[config.mk]
export PLATFORM = sky130hd
export DESIGN_NAME = pat_seq
export DESIGN_NICKNAME = d
export VERILOG_FILES = /design/src/rtl/pseq_pkg.sv /design/src/rtl/pseq_trig.sv /design/src/rtl/pseq_cond.sv /design/src/rtl/pseq_loop.sv /design/src/rtl/pat_seq.sv
export SDC_FILE = /design/constraint.sdc
export NUM_CORES = 1
export LEC_CHECK = 0
export BUFFER_PORTS_ARGS = -buffer_cell sky130_fd_sc_hd__buf_2
export CAP_MARGIN = 20
export CORE_MARGIN = 5
export CORE_UTILIZATION = 40
export DETAILED_ROUTE_END_ITERATION = 12
export MAX_ROUTING_LAYER = met4
export PLACE_DENSITY = 0.7
export SLEW_MARGIN = 10
export SYNTH_ARGS = -nofsm -noshare
export SYNTH_HDL_FRONTEND = slang
export SYNTH_HIERARCHICAL = 1
export SYNTH_SLANG_ARGS = --single-unit
[constraint.sdc]
create_clock -name clk -period 13.1 [get_ports clk]
set_clock_uncertainty 0.2 [all_clocks]
set_input_delay 1.31 -clock clk [delete_from_list [all_inputs] [get_ports clk]]
set_output_delay 1.31 -clock clk [all_outputs]
set_load 0.02 [all_outputs]
[src/rtl/pseq_pkg.sv]
package pseq_pkg;
    localparam int STEP_W = 12;
    localparam int VA_W   = 24;
    localparam int PAT_W  = 26;
    localparam int CPV_W  = 8;
    localparam int TS_W   = 6;
    localparam int LOOP_W = 16;
    localparam int TMO_W  = 32;
    localparam int N_TRG  = 6;

    localparam int TRG_RUN    = 0;
    localparam int TRG_STOP   = 1;
    localparam int TRG_PAUSE  = 2;
    localparam int TRG_RESUME = 3;
    localparam int TRG_JUMP   = 4;
    localparam int TRG_HALT   = 5;

    typedef enum logic [2:0] {
        CMD_NEXT, CMD_JUMP, CMD_CJUMP, CMD_LOOP,
        CMD_CALL, CMD_RET, CMD_PAUSE, CMD_HALT
    } cmd_e;

    localparam logic [2:0] CND_ERR  = 3'd0;
    localparam logic [2:0] CND_TMO  = 3'd1;
    localparam logic [2:0] CND_HIGH = 3'd2;
    localparam logic [2:0] CND_LOW  = 3'd3;
    localparam logic [2:0] CND_RISE = 3'd4;
    localparam logic [2:0] CND_FALL = 3'd5;

    typedef struct packed {
        logic              cont;
        logic [LOOP_W-1:0] loop_n;
        logic [STEP_W-1:0] target;
        logic [2:0]        cond;
        cmd_e              cmd;
        logic [TS_W-1:0]   tset;
        logic [CPV_W-1:0]  cpv;
        logic [PAT_W-1:0]  pat;
        logic [VA_W-1:0]   vstart;
    } step_t;

    localparam int WORD_W = $bits(step_t);

    typedef enum logic [1:0] {ST_IDLE, ST_RUN, ST_PAUSE} sstate_e;

    function automatic logic cond_true(input logic [2:0] c, input logic err,
                                       input logic tmo, input logic lvl,
                                       input logic rise, input logic fall);
        case (c)
            CND_ERR:  return err;
            CND_TMO:  return tmo;
            CND_HIGH: return lvl;
            CND_LOW:  return !lvl;
            CND_RISE: return rise;
            CND_FALL: return fall;
            default:  return 1'b0;
        endcase
    endfunction
endpackage

[src/rtl/pseq_trig.sv]
module pseq_trig #(
    parameter int N = 6
) (
    input  logic         clk,
    input  logic         rst,
    input  logic [N-1:0] trg_in,
    input  logic [N-1:0] trg_edge,
    output logic [N-1:0] ev
);
    logic [N-1:0] prev_q;

    always_ff @(posedge clk) begin
        if (rst) prev_q <= '0;
        else     prev_q <= trg_in;
    end

    for (genvar g = 0; g < N; g++) begin : g_trg
        assign ev[g] = trg_edge[g] ? (trg_in[g] & ~prev_q[g]) : trg_in[g];
    end
endmodule

[src/rtl/pseq_cond.sv]
module pseq_cond
    import pseq_pkg::*;
(
    input  logic       clk,
    input  logic       rst,
    input  logic       sig,
    input  logic       clr,
    input  logic [2:0] cond,
    input  logic       err,
    input  logic       tmo,
    output logic       hit
);
    logic prev_q, rise_seen_q, fall_seen_q;
    logic rise, fall;

    assign rise = sig & ~prev_q;
    assign fall = ~sig & prev_q;
    assign hit  = cond_true(cond, err, tmo, sig, rise_seen_q | rise, fall_seen_q | fall);

    always_ff @(posedge clk) begin
        if (rst) begin
            prev_q      <= 1'b0;
            rise_seen_q <= 1'b0;
            fall_seen_q <= 1'b0;
        end else begin
            prev_q      <= sig;
            rise_seen_q <= clr ? 1'b0 : (rise_seen_q | rise);
            fall_seen_q <= clr ? 1'b0 : (fall_seen_q | fall);
        end
    end
endmodule

[src/rtl/pseq_loop.sv]
module pseq_loop
    import pseq_pkg::*;
(
    input  logic              clk,
    input  logic              rst,
    input  logic              clr,
    input  logic              take,
    input  logic              cont,
    input  logic [LOOP_W-1:0] loop_n,
    output logic              back,
    output logic              done
);
    logic              armed_q;
    logic [LOOP_W-1:0] cnt_q;
    logic [LOOP_W-1:0] rem;

    assign rem  = armed_q ? cnt_q : loop_n;
    assign back = cont | (rem != '0);

    always_ff @(posedge clk) begin
        if (rst || clr) begin
            armed_q <= 1'b0;
            cnt_q   <= '0;
            done    <= 1'b0;
        end else begin
            done <= 1'b0;
            if (take && !cont) begin
                if (rem == '0) begin
                    armed_q <= 1'b0;
                    done    <= 1'b1;
                end else begin
                    armed_q <= 1'b1;
                    cnt_q   <= rem - 1'b1;
                end
            end
        end
    end


    loop_pulse_chk: assert property (@(posedge clk) disable iff (rst)
        done |=> !done);
endmodule

[src/rtl/pat_seq.sv]
module pat_seq
    import pseq_pkg::*;
(
    input  logic              clk,
    input  logic              rst,
    input  logic [N_TRG-1:0]  trg_in,
    input  logic [N_TRG-1:0]  trg_edge,
    input  logic              cond_sig,
    input  logic              err_in,
    input  logic [STEP_W-1:0] jump_tgt,
    input  logic [TMO_W-1:0]  tmo_limit,
    output logic [STEP_W-1:0] seq_addr,
    input  logic [WORD_W-1:0] seq_word,
    output logic [VA_W-1:0]   vec_addr,
    output logic [TS_W-1:0]   tset_out,
    output logic              vec_strobe,
    output logic              seq_active,
    output logic              idle_active,
    output logic              paused,
    output logic              gosub_active,
    output logic              sub_return,
    output logic              loop_done,
    output logic              last_step,
    output logic              nest_err,
    output logic              tmo_flag
);
    sstate_e           state_q;
    logic [STEP_W-1:0] step_q, ret_q, seq_next;
    logic [PAT_W-1:0]  vidx_q;
    logic [CPV_W-1:0]  ccnt_q;
    logic [TMO_W-1:0]  timer_q;
    logic              in_sub_q, hpend_q, jpend_q, ppend_q, tmo_q, nest_q, sret_q;
    logic [N_TRG-1:0]  ev;
    step_t             w;
    logic              run, end_vec, end_step, do_halt, do_jump, do_pause;
    logic              hit, back, start, step_chg, loop_take;
    logic              call_ok, ret_ok, nest;

    pseq_trig #(.N(N_TRG)) u_trig (
        .clk(clk), .rst(rst), .trg_in(trg_in), .trg_edge(trg_edge), .ev(ev));

    pseq_cond u_cond (
        .clk(clk), .rst(rst), .sig(cond_sig), .clr(step_chg || state_q == ST_IDLE),
        .cond(w.cond), .err(err_in), .tmo(tmo_q), .hit(hit));

    pseq_loop u_loop (
        .clk(clk), .rst(rst), .clr(start), .take(loop_take), .cont(w.cont),
        .loop_n(w.loop_n), .back(back), .done(loop_done));

    always_comb begin
        w        = step_t'(seq_word);
        run      = (state_q == ST_RUN);
        end_vec  = run && (ccnt_q == w.cpv);
        end_step = end_vec && (vidx_q == w.pat);
        do_halt  = hpend_q || ev[TRG_HALT] || (w.cmd == CMD_HALT);
        do_jump  = jpend_q || ev[TRG_JUMP];
        do_pause = ppend_q || ev[TRG_PAUSE];
        start    = (state_q == ST_IDLE) && ev[TRG_RUN] && !ev[TRG_STOP];
        step_chg = end_step || (end_vec && do_jump);
        loop_take = end_step && !do_halt && !do_jump && (w.cmd == CMD_LOOP);
        seq_next = step_q + 1'b1;
        call_ok  = 1'b0;
        ret_ok   = 1'b0;
        nest     = 1'b0;
        case (w.cmd)
            CMD_JUMP:  seq_next = w.target;
            CMD_CJUMP: if (hit) seq_next = w.target;
            CMD_LOOP:  if (back) seq_next = w.target;
            CMD_CALL:  if (in_sub_q) nest = 1'b1;
                       else begin call_ok = 1'b1; seq_next = w.target; end
            CMD_RET:   if (in_sub_q) begin ret_ok = 1'b1; seq_next = ret_q; end
            default:   ;
        endcase
    end

    always_ff @(posedge clk) begin
        if (rst) begin
            state_q  <= ST_IDLE;
            step_q   <= '0;
            ret_q    <= '0;
            vidx_q   <= '0;
            ccnt_q   <= '0;
            timer_q  <= '0;
            in_sub_q <= 1'b0;
            hpend_q  <= 1'b0;
            jpend_q  <= 1'b0;
            ppend_q  <= 1'b0;
            tmo_q    <= 1'b0;
            nest_q   <= 1'b0;
            sret_q   <= 1'b0;
        end else begin
            sret_q <= 1'b0;
            if (ev[TRG_STOP] && state_q != ST_IDLE) begin
                state_q <= ST_IDLE;
                hpend_q <= 1'b0;
                jpend_q <= 1'b0;
                ppend_q <= 1'b0;
            end else begin
                case (state_q)
                    ST_IDLE: if (start) begin
                        state_q  <= ST_RUN;
                        step_q   <= '0;
                        vidx_q   <= '0;
                        ccnt_q   <= '0;
                        in_sub_q <= 1'b0;
                        hpend_q  <= 1'b0;
                        jpend_q  <= 1'b0;
                        ppend_q  <= 1'b0;
                        timer_q  <= '0;
                        tmo_q    <= 1'b0;
                        nest_q   <= 1'b0;
                    end
                    ST_PAUSE: if (ev[TRG_RESUME]) state_q <= ST_RUN;
                    default: begin
                        if (timer_q != '1) timer_q <= timer_q + 1'b1;
                        tmo_q   <= tmo_q || ({1'b0, timer_q} + 1'b1 >= {1'b0, tmo_limit});
                        hpend_q <= hpend_q || ev[TRG_HALT];
                        jpend_q <= jpend_q || ev[TRG_JUMP];
                        ppend_q <= ppend_q || ev[TRG_PAUSE];
                        if (!end_vec) begin
                            ccnt_q <= ccnt_q + 1'b1;
                        end else begin
                            ccnt_q <= '0;
                            if (end_step) begin
                                vidx_q  <= '0;
                                hpend_q <= 1'b0;
                                jpend_q <= 1'b0;
                                ppend_q <= 1'b0;
                                if (do_halt) begin
                                    state_q <= ST_IDLE;
                                end else begin
                                    if (do_jump) begin
                                        step_q <= jump_tgt;
                                    end else begin
                                        step_q <= seq_next;
                                        if (call_ok) begin
                                            ret_q    <= step_q + 1'b1;
                                            in_sub_q <= 1'b1;
                                        end
                                        if (ret_ok) begin
                                            in_sub_q <= 1'b0;
                                            sret_q   <= 1'b1;
                                        end
                                        if (nest) nest_q <= 1'b1;
                                    end
                                    if (do_pause || w.cmd == CMD_PAUSE) state_q <= ST_PAUSE;
                                end
                            end else begin
                                if (do_jump) begin
                                    step_q  <= jump_tgt;
                                    vidx_q  <= '0;
                                    jpend_q <= 1'b0;
                                end else begin
                                    vidx_q <= vidx_q + 1'b1;
                                end
                                if (do_pause) begin
                                    state_q <= ST_PAUSE;
                                    ppend_q <= 1'b0;
                                end
                            end
                        end
                    end
                endcase
            end
        end
    end

    assign seq_addr     = step_q;
    assign vec_addr     = w.vstart + vidx_q[VA_W-1:0];
    assign tset_out     = w.tset;
    assign vec_strobe   = run && (ccnt_q == '0);
    assign seq_active   = (state_q != ST_IDLE);
    assign idle_active  = (state_q == ST_IDLE);
    assign paused       = (state_q == ST_PAUSE);
    assign gosub_active = in_sub_q;
    assign sub_return   = sret_q;
    assign last_step    = run && (w.cmd == CMD_HALT);
    assign nest_err     = nest_q;
    assign tmo_flag     = tmo_q;


    stop_idle_chk: assert property (@(posedge clk) disable iff (rst)
        ev[TRG_STOP] |=> idle_active);

    ret_clears_chk: assert property (@(posedge clk) disable iff (rst)
        sub_return |-> !gosub_active);

    pause_hold_chk: assert property (@(posedge clk) disable iff (rst)
        (paused && !ev[TRG_RESUME] && !ev[TRG_STOP]) |=> ($stable(seq_addr) && $stable(vidx_q) && paused));

    strobe_run_chk: assert property (@(posedge clk) disable iff (rst)
        vec_strobe |-> (seq_active && !paused));

    nest_sticky_chk: assert property (@(posedge clk) disable iff (rst)
        (nest_err && !ev[TRG_RUN]) |=> nest_err);
endmodule

==> impl_metrics.tcl, run 1 <==
set metrics [dict create \
    antenna_found_initial 2 \
    yosysTopAreaCell "dfxtp_1" \
    grt_setup_unrepaired "no" \
    r2r_slack_ns 8.71 \
    cp-startpoint "seq_word[0]" \
    crit_required_ns 11.59 \
    io_pins 211 \
    min_path_type "reg2reg" \
    dieArea_um2 27200 \
    ys_ff_latch 126 \
    dpl_cell_area_um2 10800 \
    p_clk_frac 0.514 \
    drive_gt1_frac 0.194 \
    power_switching_mw 0.268 \
    grt_pass1_vias 9471 \
    fin_area_um2 11500 \
    numPortBuffers 198 \
    syn-cell-area_um2 9610 \
    r2r_cells 14 \
    nets 1615 \
    cts.sinks 126 \
    p_int_mw 0.806 \
    clock_tree.buffer_depth 2 \
    routed_wirelength_mm 28.3 \
    finalPower_mw 1.07 \
    die_w_um 165 \
    overflow 0 \
    post-cts-setup-buffers 0 \
    grt_first_pass_wirelength_mm 45.5 \
    cts-root-buf "clkbuf_16" \
    yosysWarnings 6 \
    remaining_drc_errors 0 \
    vias 9695 \
    seqPwrFrac 0.364 \
    period_needed_ns 5.52 \
    rows 56 \
    pre_cts_ws_ns 7.59 \
    synth_edf_count 0 \
    drv_cap 0 \
    ys_types 81 \
    synth_ff_type "dfxtp_1" \
    netlist_instances 1218 \
    ys_top_cells_by_area "dfxtp_1 26%, ha_1 7.9%, xor2_1 6.8%, xnor2_1 4.8%, nor2_1 4.1%" \
    fin_crit_sh 0.421 \
    crit_arrival_ns 4.01 \
    drv_slew 0 \
    r2r_end "seq_addr[5]" \
    ant_nets 0 \
    crit_type "in2out" \
    ys_seq_area_frac 0.263 \
    fin_ws_ns 7.58 \
    fmaxAchievable_mhz 181 \
    cts_buffers 17 \
    wire_per_inst_um 16.4 \
    pwr-share-comb 0.122 \
    startpoint_type "primary input" \
    cp_max_fo 3 \
    grt_max_degree 61 \
    async_reset_ff_frac 0 \
    synth_top_area_frac 0.263 \
    final_core_util 0.490 \
    power.leakage_nw 4.99 \
    timing.critical_path.mode_cell "buf_2" \
    netSwitchingFraction 0.250 \
    worst_pin_slew_ns 1.02 \
    ir_worst_vdd_v 0.0000815 \
    drtIter0Drc 665 \
    cp-endpoint "vec_addr[22]" \
    grtUsageTotal 0.210 \
    finalHoldViolCount 0 \
    cpPeakStageDelay_ns 0.78 \
    cp_cell_sequence "buf_2, ha_1, inv_1, fa_1, nor2b_1, o2111ai_1, a31oi_1, a2111oi_0, o21ai_0, a21oi_1, xnor2_1, buf_2" \
    dr.pass1.iters 5 \
    critPathCaptureType "output port" \
    gp_congestion 0.859 \
    slowest_stage "a2111oi_0" \
    clk_pin_slew_ns 0.06 \
    synth.net_count 1439 \
    cts_resized 0 \
    clk-insertion-delay-late_ns 0.42 \
    start_util 0.408 \
    hold_buffers 0 \
    hpwl_mm 21.4 \
    powerDensity_nw_per_um2 93.0 \
    slew_headroom 0.318 \
    core_area_um2 23500 \
    setup_viol 0 \
    die_h_um 165 \
    cts_tree "built" \
    status "finished, final reports clean" \
    htreeDepth 4 \
    reg2reg_from "u_loop/armed_q" \
    area_delta_synth_final_pct 20.1 \
    vias_per_cell 5.61 \
    avgSynthCellArea_um2 7.89 \
    fin_tns_setup_ns 0 \
]
==> worst max-delay path, delay by kind of cell <==
family                     cells  cell delay [ns]
and+or+nand+nor                1             0.07
AOI/OAI and AO/OA              5             1.72
adders and majority gates      2             0.42
buffers and inverters          3             0.35
xor gates and xnor gates       1             0.14
==> worst min-delay path by stage <==
stage	cells past startpoint	to	from
4_1_cts	2	timer_q[9]	timer_q[9]
5_1_grt	2	timer_q[25]	timer_q[25]
2_1_floorplan	2	timer_q[25]	timer_q[25]
3_3_place_gp	2	timer_q[9]	timer_q[9]
3_5_place_dp	2	timer_q[9]	timer_q[9]
6_report	2	timer_q[9]	timer_q[9]
==> through the flow <==
| step | hold slack, ns | cells |
|---|---|---|
| after floorplan | 0.253 | 1218 |
| after global placement | 0.267 | 1693 |
| after detailed placement | 0.273 | 1693 |
| after CTS | 0.281 | 1725 |
| after global routing | 0.308 | 1728 |
| final | 0.282 | 1728 |
==> logic make-up (layout without fill, tap and decap cells) <==
| family | after synthesis | in the layout | share of synthesized area |
|---|---|---|---|
| xor+xnor | 128 | 128 | 0.117 |
| simple gates | 485 | 485 | 0.261 |
| mux | 22 | 22 | 0.0233 |
| buf+inv | 112 | 301 | 0.0479 |
| other cells | 0 | 2 | 0 |
| compound gates | 283 | 283 | 0.207 |
| flops | 126 | 126 | 0.263 |
| fa+ha+maj | 62 | 62 | 0.0815 |
==> area by class of cell <==
class	count	area, µm²
well taps	319	399
clock buffers	19	453
diodes	2	5.00
clock inverters	13	235
inverters	60	225
repair buffers	209	1070
multi-input cells	980	6630
flip-flops and latches	126	2520
fillers	2350	12000
==> placed cells by master, fill, tap and decap left out, drive strengths merged, types with 14 or more instances in the layout <==
cell type and instances:
xor2 75, nor3 40, a31oi 27, a21o 15, a21oi 58, nand2 99, clkbuf 19, inv 61
mux2i 19, nand4 30, dfxtp 126, and3 25, nor4 25, o21ai 43, nor2 106, nor2b 21
nand3 60, a22oi 14, and2 18, ha 61, buf 209, xnor2 53
==> flip-flops by register name, indices dropped and copies added (netlist names), 2 cells and up <==
name and count:
ret_q 12, timer_q 32, state_q 2, u_loop/cnt_q 16, ccnt_q 8, vidx_q 26, u_trig/prev_q 6, seq_addr 12
==> synthesized netlist by cell type, types with 6 or more instances <==
library cell / n
a211oi_1: 8
a21boi_2: 6
a21o_1: 15
a21oi_1: 58
a22oi_1: 14
a31oi_1: 27
a32oi_1: 7
and2_1: 18
and3_1: 25
and4_1: 8
buf_4: 7
clkbuf_1: 37
dfxtp_1: 126
ha_1: 61
inv_1: 60
mux2i_1: 19
nand2_1: 99
nand2b_1: 9
nand3_1: 59
nand4_1: 30
nor2_1: 106
nor2b_1: 21
nor3_1: 40
nor4_1: 23
nor4b_1: 6
o211ai_1: 11
o21a_1: 8
o21ai_0: 42
o22ai_1: 8
o2bb2ai_1: 12
o31ai_1: 6
or2_2: 6
or3_1: 10
xnor2_1: 53
xor2_1: 75
==> power by group through the flow <==
| stage | sequential [mW] | clock (mW) | combinational, mW |
|---|---|---|---|
| 2_1_floorplan | 0.398 | 0 | 0.0771 |
| 3_3_place_gp | 0.399 | 0 | 0.129 |
| 3_5_place_dp | 0.399 | 0 | 0.131 |
| 4_1_cts | 0.390 | 0.565 | 0.131 |
| 5_1_grt | 0.391 | 0.583 | 0.145 |
| 6_report | 0.390 | 0.552 | 0.131 |
==> metal layers <==
metal | global-route usage | vias up | share of wire
li1 | - | 4813 | -
met1 | 0.264 | 4535 | 0.44
met2 | 0.351 | 307 | 0.48
met3 | 0.0319 | 40 | 0.054
met4 | 0.0620 | 0 | 0.019
met5 | - | - | 0
Power figures use the tool's default switching activity.
==> run 2, diff against run 1 <==
PLACE_DENSITY = 0.72   (was 0.7)
clock period = 4.67 ns   (was 13.1 ns; I/O delays follow)
==> run 2 against run 1 <==
Against the previous run: routed wire length is 0.61% higher; combinational power grew to 2.8 times the previous value; sequential share of layout area is 0.18 points higher; die area stayed put; via count is 0.17% lower; first-iteration DRC count is 3.0% higher; highest routed layer unchanged.
==> impl_metrics.tcl, run 2 (same netlist as run 1, synthesis figures left out) <==
set metrics [dict create \
    drtIter0Drc 685 \
    finalPower_mw 2.74 \
    r2r_cells 12 \
    nets 1621 \
    ir_worst_vdd_v 0.000236 \
    start_util 0.408 \
    min_to "u_trig/prev_q[5]" \
    remaining_drc_errors 0 \
    post-cts-setup-buffers 0 \
    hp-start "trg_in[5]" \
    p_int_mw 2.01 \
    grt-busiest-layer "met2" \
    area_delta_synth_final_pct 19.2 \
    core_area_um2 23500 \
    dieArea_um2 27200 \
    top_register "timer_q" \
    fin_crit_sh 0.912 \
    holdPathStages 2 \
    met1_usage 0.254 \
    cts_buffers 17 \
    clock_tree.buffer_depth 2 \
    grtUsageTotal 0.208 \
    htreeDepth 4 \
    status "finished, final reports clean" \
    clk-insertion-delay-late_ns 0.42 \
    cts-root-buf "clkbuf_16" \
    period_needed_ns 4.26 \
    clk_pin_slew_ns 0.06 \
    final_cell_mix "198 x buf_2, 126 x dfxtp_1, 106 x nor2_1" \
    p_clk_frac 0.463 \
    grt_use_met3 0.0412 \
    rows 56 \
    antenna_found_initial 1 \
    grt_setup_unrepaired "no" \
    place_inst 1700 \
    reg_top3 "timer_q (32), vidx_q (26), u_loop/cnt_q (16)" \
    fin_ws_ns 0.410 \
    dr.pass1.iters 5 \
    die_h_um 165 \
    hpwl_mm 21.8 \
    dpl_cell_area_um2 10900 \
    numPortBuffers 198 \
    setup_viol 0 \
    grt_max_degree 40 \
    fmaxAchievable_mhz 235 \
    crit_required_ns 4.00 \
    hold_buffers 0 \
    io_pins 211 \
    stdcell_count 1733 \
    powerDensity_nw_per_um2 239 \
    crit_arrival_ns 3.59 \
    min_path_type "in2reg" \
    pwr-share-comb 0.136 \
    r2r_end "seq_addr[5]" \
    drv_cap 0 \
    seqPwrFrac 0.400 \
    startpoint_type "flip-flop" \
    cp_cell_sequence "ha_1, nor2b_1, o2111ai_1, a31oi_1, a2111oi_0, o21ai_0, a21oi_1, xnor2_1, buf_2" \
    die_w_um 165 \
    crit_type "reg2out" \
    cpPeakStageDelay_ns 0.92 \
    drive_gt1_frac 0.194 \
    grt_first_pass_wirelength_mm 44.9 \
    reg2reg_from "u_loop/armed_q" \
    cts.sinks 126 \
    cts_resized 0 \
    worst_pin_slew_ns 1.04 \
    drv_slew 0 \
    vias 9679 \
    cp_max_fo 7 \
    slew_headroom 0.303 \
    vias_per_cell 5.59 \
    overflow 0 \
    fin_tns_setup_ns 0 \
    ant_nets 0 \
    netSwitchingFraction 0.265 \
    r2r_slack_ns 0.83 \
    slowest_stage "a2111oi_0" \
    grt_pass1_vias 9330 \
    met2_usage 0.348 \
    crit_buf_inv 1 \
    routed_wirelength_mm 28.4 \
    fin_area_um2 11400 \
    cts_tree "built" \
    cp_top_family "compound AO/OA/AOI/OAI gates" \
    wire_per_inst_um 16.4 \
    mostFrequentLayoutCell "buf_2" \
    power_switching_mw 0.725 \
    gp_congestion 0.945 \
    critPathCaptureType "output port" \
    pre_cts_ws_ns 0.791 \
    largest_reg_flops 32 \
    power.leakage_nw 4.97 \
    finalHoldViolCount 0 \
]
==> run 2: cell types whose count changed in the layout (fill, tap and decap cells not counted), sizes merged <==
cell | before | now
clkinvlp | 2 | 0
bufinv | 6 | 1
clkinv | 4 | 6
inv | 61 | 60
clkbuf | 19 | 25
diode | 2 | 1
buf | 209 | 215
==> run 2: worst register-to-register path, delay by kind of cell (launching register included) <==
family	cells	cell delay, ns
compound gates	4	1.33
buf+inv	4	1.00
mux	1	0.14
flops	1	0.44
simple gates	3	0.59
==> run 2: how the worst max path moves through the flow <==
stage | startpoint | to | slack (ns) | cells after the start
floorplan | u_loop/armed_q | seq_addr[5] | 0.16 | 17
global placement | seq_word[0] | vec_addr[22] | 0.90 | 12
detailed placement | seq_word[82] | seq_addr[11] | 0.79 | 14
CTS | vidx_q[2] | vec_addr[22] | 0.55 | 9
global route | vidx_q[2] | vec_addr[22] | 0.28 | 9
finish | vidx_q[2] | vec_addr[22] | 0.41 | 9
==> run 2: power groups by stage <==
stage | Sequential [mW] | Combinational (mW) | Clock [mW]
4_1_cts | 1.10 | 0.374 | 1.29
3_5_place_dp | 1.12 | 0.372 | 0
6_report | 1.10 | 0.373 | 1.27
5_1_grt | 1.10 | 0.411 | 1.35
2_1_floorplan | 1.12 | 0.216 | 0
3_3_place_gp | 1.12 | 0.368 | 0
==> run 2: layout make-up <==
class | instances | area, µm²
Antenna cell | 1 | 2.50
Clock buffer | 25 | 495
Clock inverter | 7 | 60.1
Fill cell | 2333 | 12100
Inverter | 60 | 225
Multi-Input combinational cell | 980 | 6620
Sequential cell | 126 | 2520
Tap cell | 319 | 399
Timing Repair Buffer | 215 | 1120
==> run 2: layer usage <==
| metal | share of wire | up-vias | wire, µm |
|---|---|---|---|
| met5 | 0 | - | 0 |
| met4 | 0.020 | 0 | 561 |
| met3 | 0.065 | 41 | 1850 |
| met2 | 0.47 | 327 | 13500 |
| met1 | 0.44 | 4492 | 12600 |
| li1 | - | 4819 | - |
==> run 2: stage by stage <==
step | hold WS, ns | util
after floorplan | 0.253 | -
after global placement | 0.266 | 0.462
after detailed placement | 0.279 | 0.462
after CTS | 0.0548 | 0.486
after global routing | 0.0548 | 0.486
final | 0.0732 | 0.486
==> run 3, diff against run 2 <==
PLACE_DENSITY = 0.7   (was 0.72)
clock period = 4.7 ns   (was 4.67 ns; I/O delays follow)
==> run 3 against run 2 <==
Against the previous run: sequential cell count stayed put; setup slack better by 0.23 ns; critical endpoint unchanged; clock power is 6% higher; global-route usage hardly changed; largest cell class unchanged; sequential share of layout area is 0.055 points lower; non-clock buffer count is 3 lower; utilization is 0.12 points higher; combinational power is 2% lower; critical path type unchanged; routed wire length is 0.84% lower.
==> impl_metrics.tcl, run 3 (same netlist as run 1, synthesis figures left out) <==
set metrics [dict create \
    status "finished, final reports clean" \
    largest_reg_flops 32 \
    area_delta_synth_final_pct 19.5 \
    reg_top3 "timer_q (32), vidx_q (26), u_loop/cnt_q (16)" \
    cts_tree "built" \
    grt_pass1_vias 9075 \
    finalHoldViolCount 0 \
    drv_slew 0 \
    clk_pin_slew_ns 0.06 \
    wire_per_inst_um 16.3 \
    holdPathStages 2 \
    crit_type "reg2out" \
    nets 1618 \
    post-cts-setup-buffers 0 \
    die_h_um 165 \
    top_layer_used "met4" \
    crit_arrival_ns 3.39 \
    crit_required_ns 4.03 \
    routed_wirelength_mm 28.2 \
    fin_crit_sh 0.863 \
    startpoint_type "flip-flop" \
    slowest_stage "a2111oi_0" \
    reg2reg_from "u_loop/armed_q" \
    fmaxAchievable_mhz 247 \
    place_inst 1697 \
    r2r_slack_ns 0.93 \
    wl_met2_mm 13.3 \
    worst_pin_slew_ns 1.00 \
    gp_congestion 0.925 \
    drv_cap 0 \
    core_area_um2 23500 \
    fin_tns_setup_ns 0 \
    start_util 0.408 \
    ant_nets 0 \
    hp-start "trg_in[0]" \
    whs_ns 0.0764 \
    finalPower_mw 2.81 \
    critPathCaptureType "output port" \
    fillCellCount 2376 \
    power.leakage_nw 4.96 \
    vias_per_cell 5.63 \
    min_to "u_trig/prev_q[0]" \
    vias 9752 \
    clock_tree.buffer_depth 2 \
    cp_top_family "compound AO/OA/AOI/OAI gates" \
    remaining_drc_errors 0 \
    overflow 0 \
    r2r_cells 12 \
    cts_resized 0 \
    io_pins 211 \
    final_cell_mix "198 x buf_2, 126 x dfxtp_1, 106 x nor2_1" \
    hpwl_mm 21.6 \
    powerDensity_nw_per_um2 245 \
    slew_headroom 0.322 \
    cts.sinks 126 \
    drtIter0Drc 587 \
    crit_buf_inv 1 \
    drive_gt1_frac 0.194 \
    period_needed_ns 4.06 \
    setup_viol 0 \
    mostFrequentLayoutCell "buf_2" \
    cp_max_fo 7 \
    hold_buffers 0 \
    dr.pass1.iters 5 \
    seq_area_um2 2520 \
    dpl_cell_area_um2 10900 \
    stdcell_count 1733 \
    drt-met1-wl_mm 12.8 \
    r2r_end "seq_addr[5]" \
    multi_input_area_um2 6620 \
    fin_area_um2 11500 \
    cpPeakStageDelay_ns 0.75 \
    cp_cell_sequence "ha_1, nor2b_1, o2111ai_1, a31oi_1, a2111oi_0, o21ai_0, a21oi_1, xnor2_1, buf_2" \
    rows 56 \
    top_register "timer_q" \
    numPortBuffers 198 \
    die_w_um 165 \
    antenna_found_initial 1 \
    clk-insertion-delay-late_ns 0.42 \
    cts_buffers 17 \
    htreeDepth 4 \
    min_path_type "in2reg" \
    grt_max_degree 41 \
    cts-root-buf "clkbuf_16" \
    wl_met3_mm 1.64 \
    grtUsageTotal 0.208 \
    ir_worst_vdd_v 0.000224 \
    dieArea_um2 27200 \
    grt_first_pass_wirelength_mm 44.8 \
    grt_setup_unrepaired "no" \
]
run 3: per-layer routing:
metal  GRT usage  vias up
met5           -        -
met4      0.0677        0
met3      0.0307       39
met2       0.338      318
met1       0.267     4558
li1            -     4837
run 3: power by group:
group | leakage [nW] | internal [mW] | switching, mW
Sequential | 1.02 | 1.08 | 0.0110
Clock | 0.291 | 0.856 | 0.495
Combinational | 3.66 | 0.142 | 0.225
Total | 4.96 | 2.08 | 0.731
run 3: worst max path at each step:
stage                               from           end  slack, ns  depth (start not counted)
after floorplan           u_loop/armed_q   seq_addr[5]       0.19                         17
after global placement       seq_word[0]  vec_addr[22]       0.92                         12
after detailed placement    seq_word[82]   seq_addr[5]       0.88                         14
after CTS                      vidx_q[2]  vec_addr[22]       0.57                          9
after global routing           vidx_q[2]  vec_addr[22]       0.42                          9
final                          vidx_q[2]  vec_addr[22]       0.64                          9
run 3: final cells by class:
| class | instances | area share |
|---|---|---|
| Tap cell | 319 | 0.0348 |
| Clock inverter | 12 | 0.0124 |
| Multi-Input combinational cell | 980 | 0.577 |
| Clock buffer | 20 | 0.0398 |
| Inverter | 60 | 0.0196 |
| Antenna cell | 4 | 0.000872 |
| Timing Repair Buffer | 212 | 0.0955 |
| Sequential cell | 126 | 0.220 |
run 3: worst register-to-register path, cell delays in order (launching register included):
cell and delay [ns]:
dfxtp_1 0.38, buf_4 0.37, nor4b_1 0.87, o22a_1 0.32
nand3_1 0.12, or2_2 0.30, inv_1 0.06, o221a_2 0.23
nor3_1 0.06, buf_4 0.21, a211o_1 0.30, mux2i_1 0.13
o2bb2ai_1 0.08
run 3: per-stage QoR:
step | setup WS (ns) | utilization
6_report | 0.645 | 0.487
3_5_place_dp | 0.881 | 0.462
3_3_place_gp | 0.916 | 0.462
5_1_grt | 0.419 | 0.487
2_1_floorplan | 0.186 | -
4_1_cts | 0.571 | 0.487
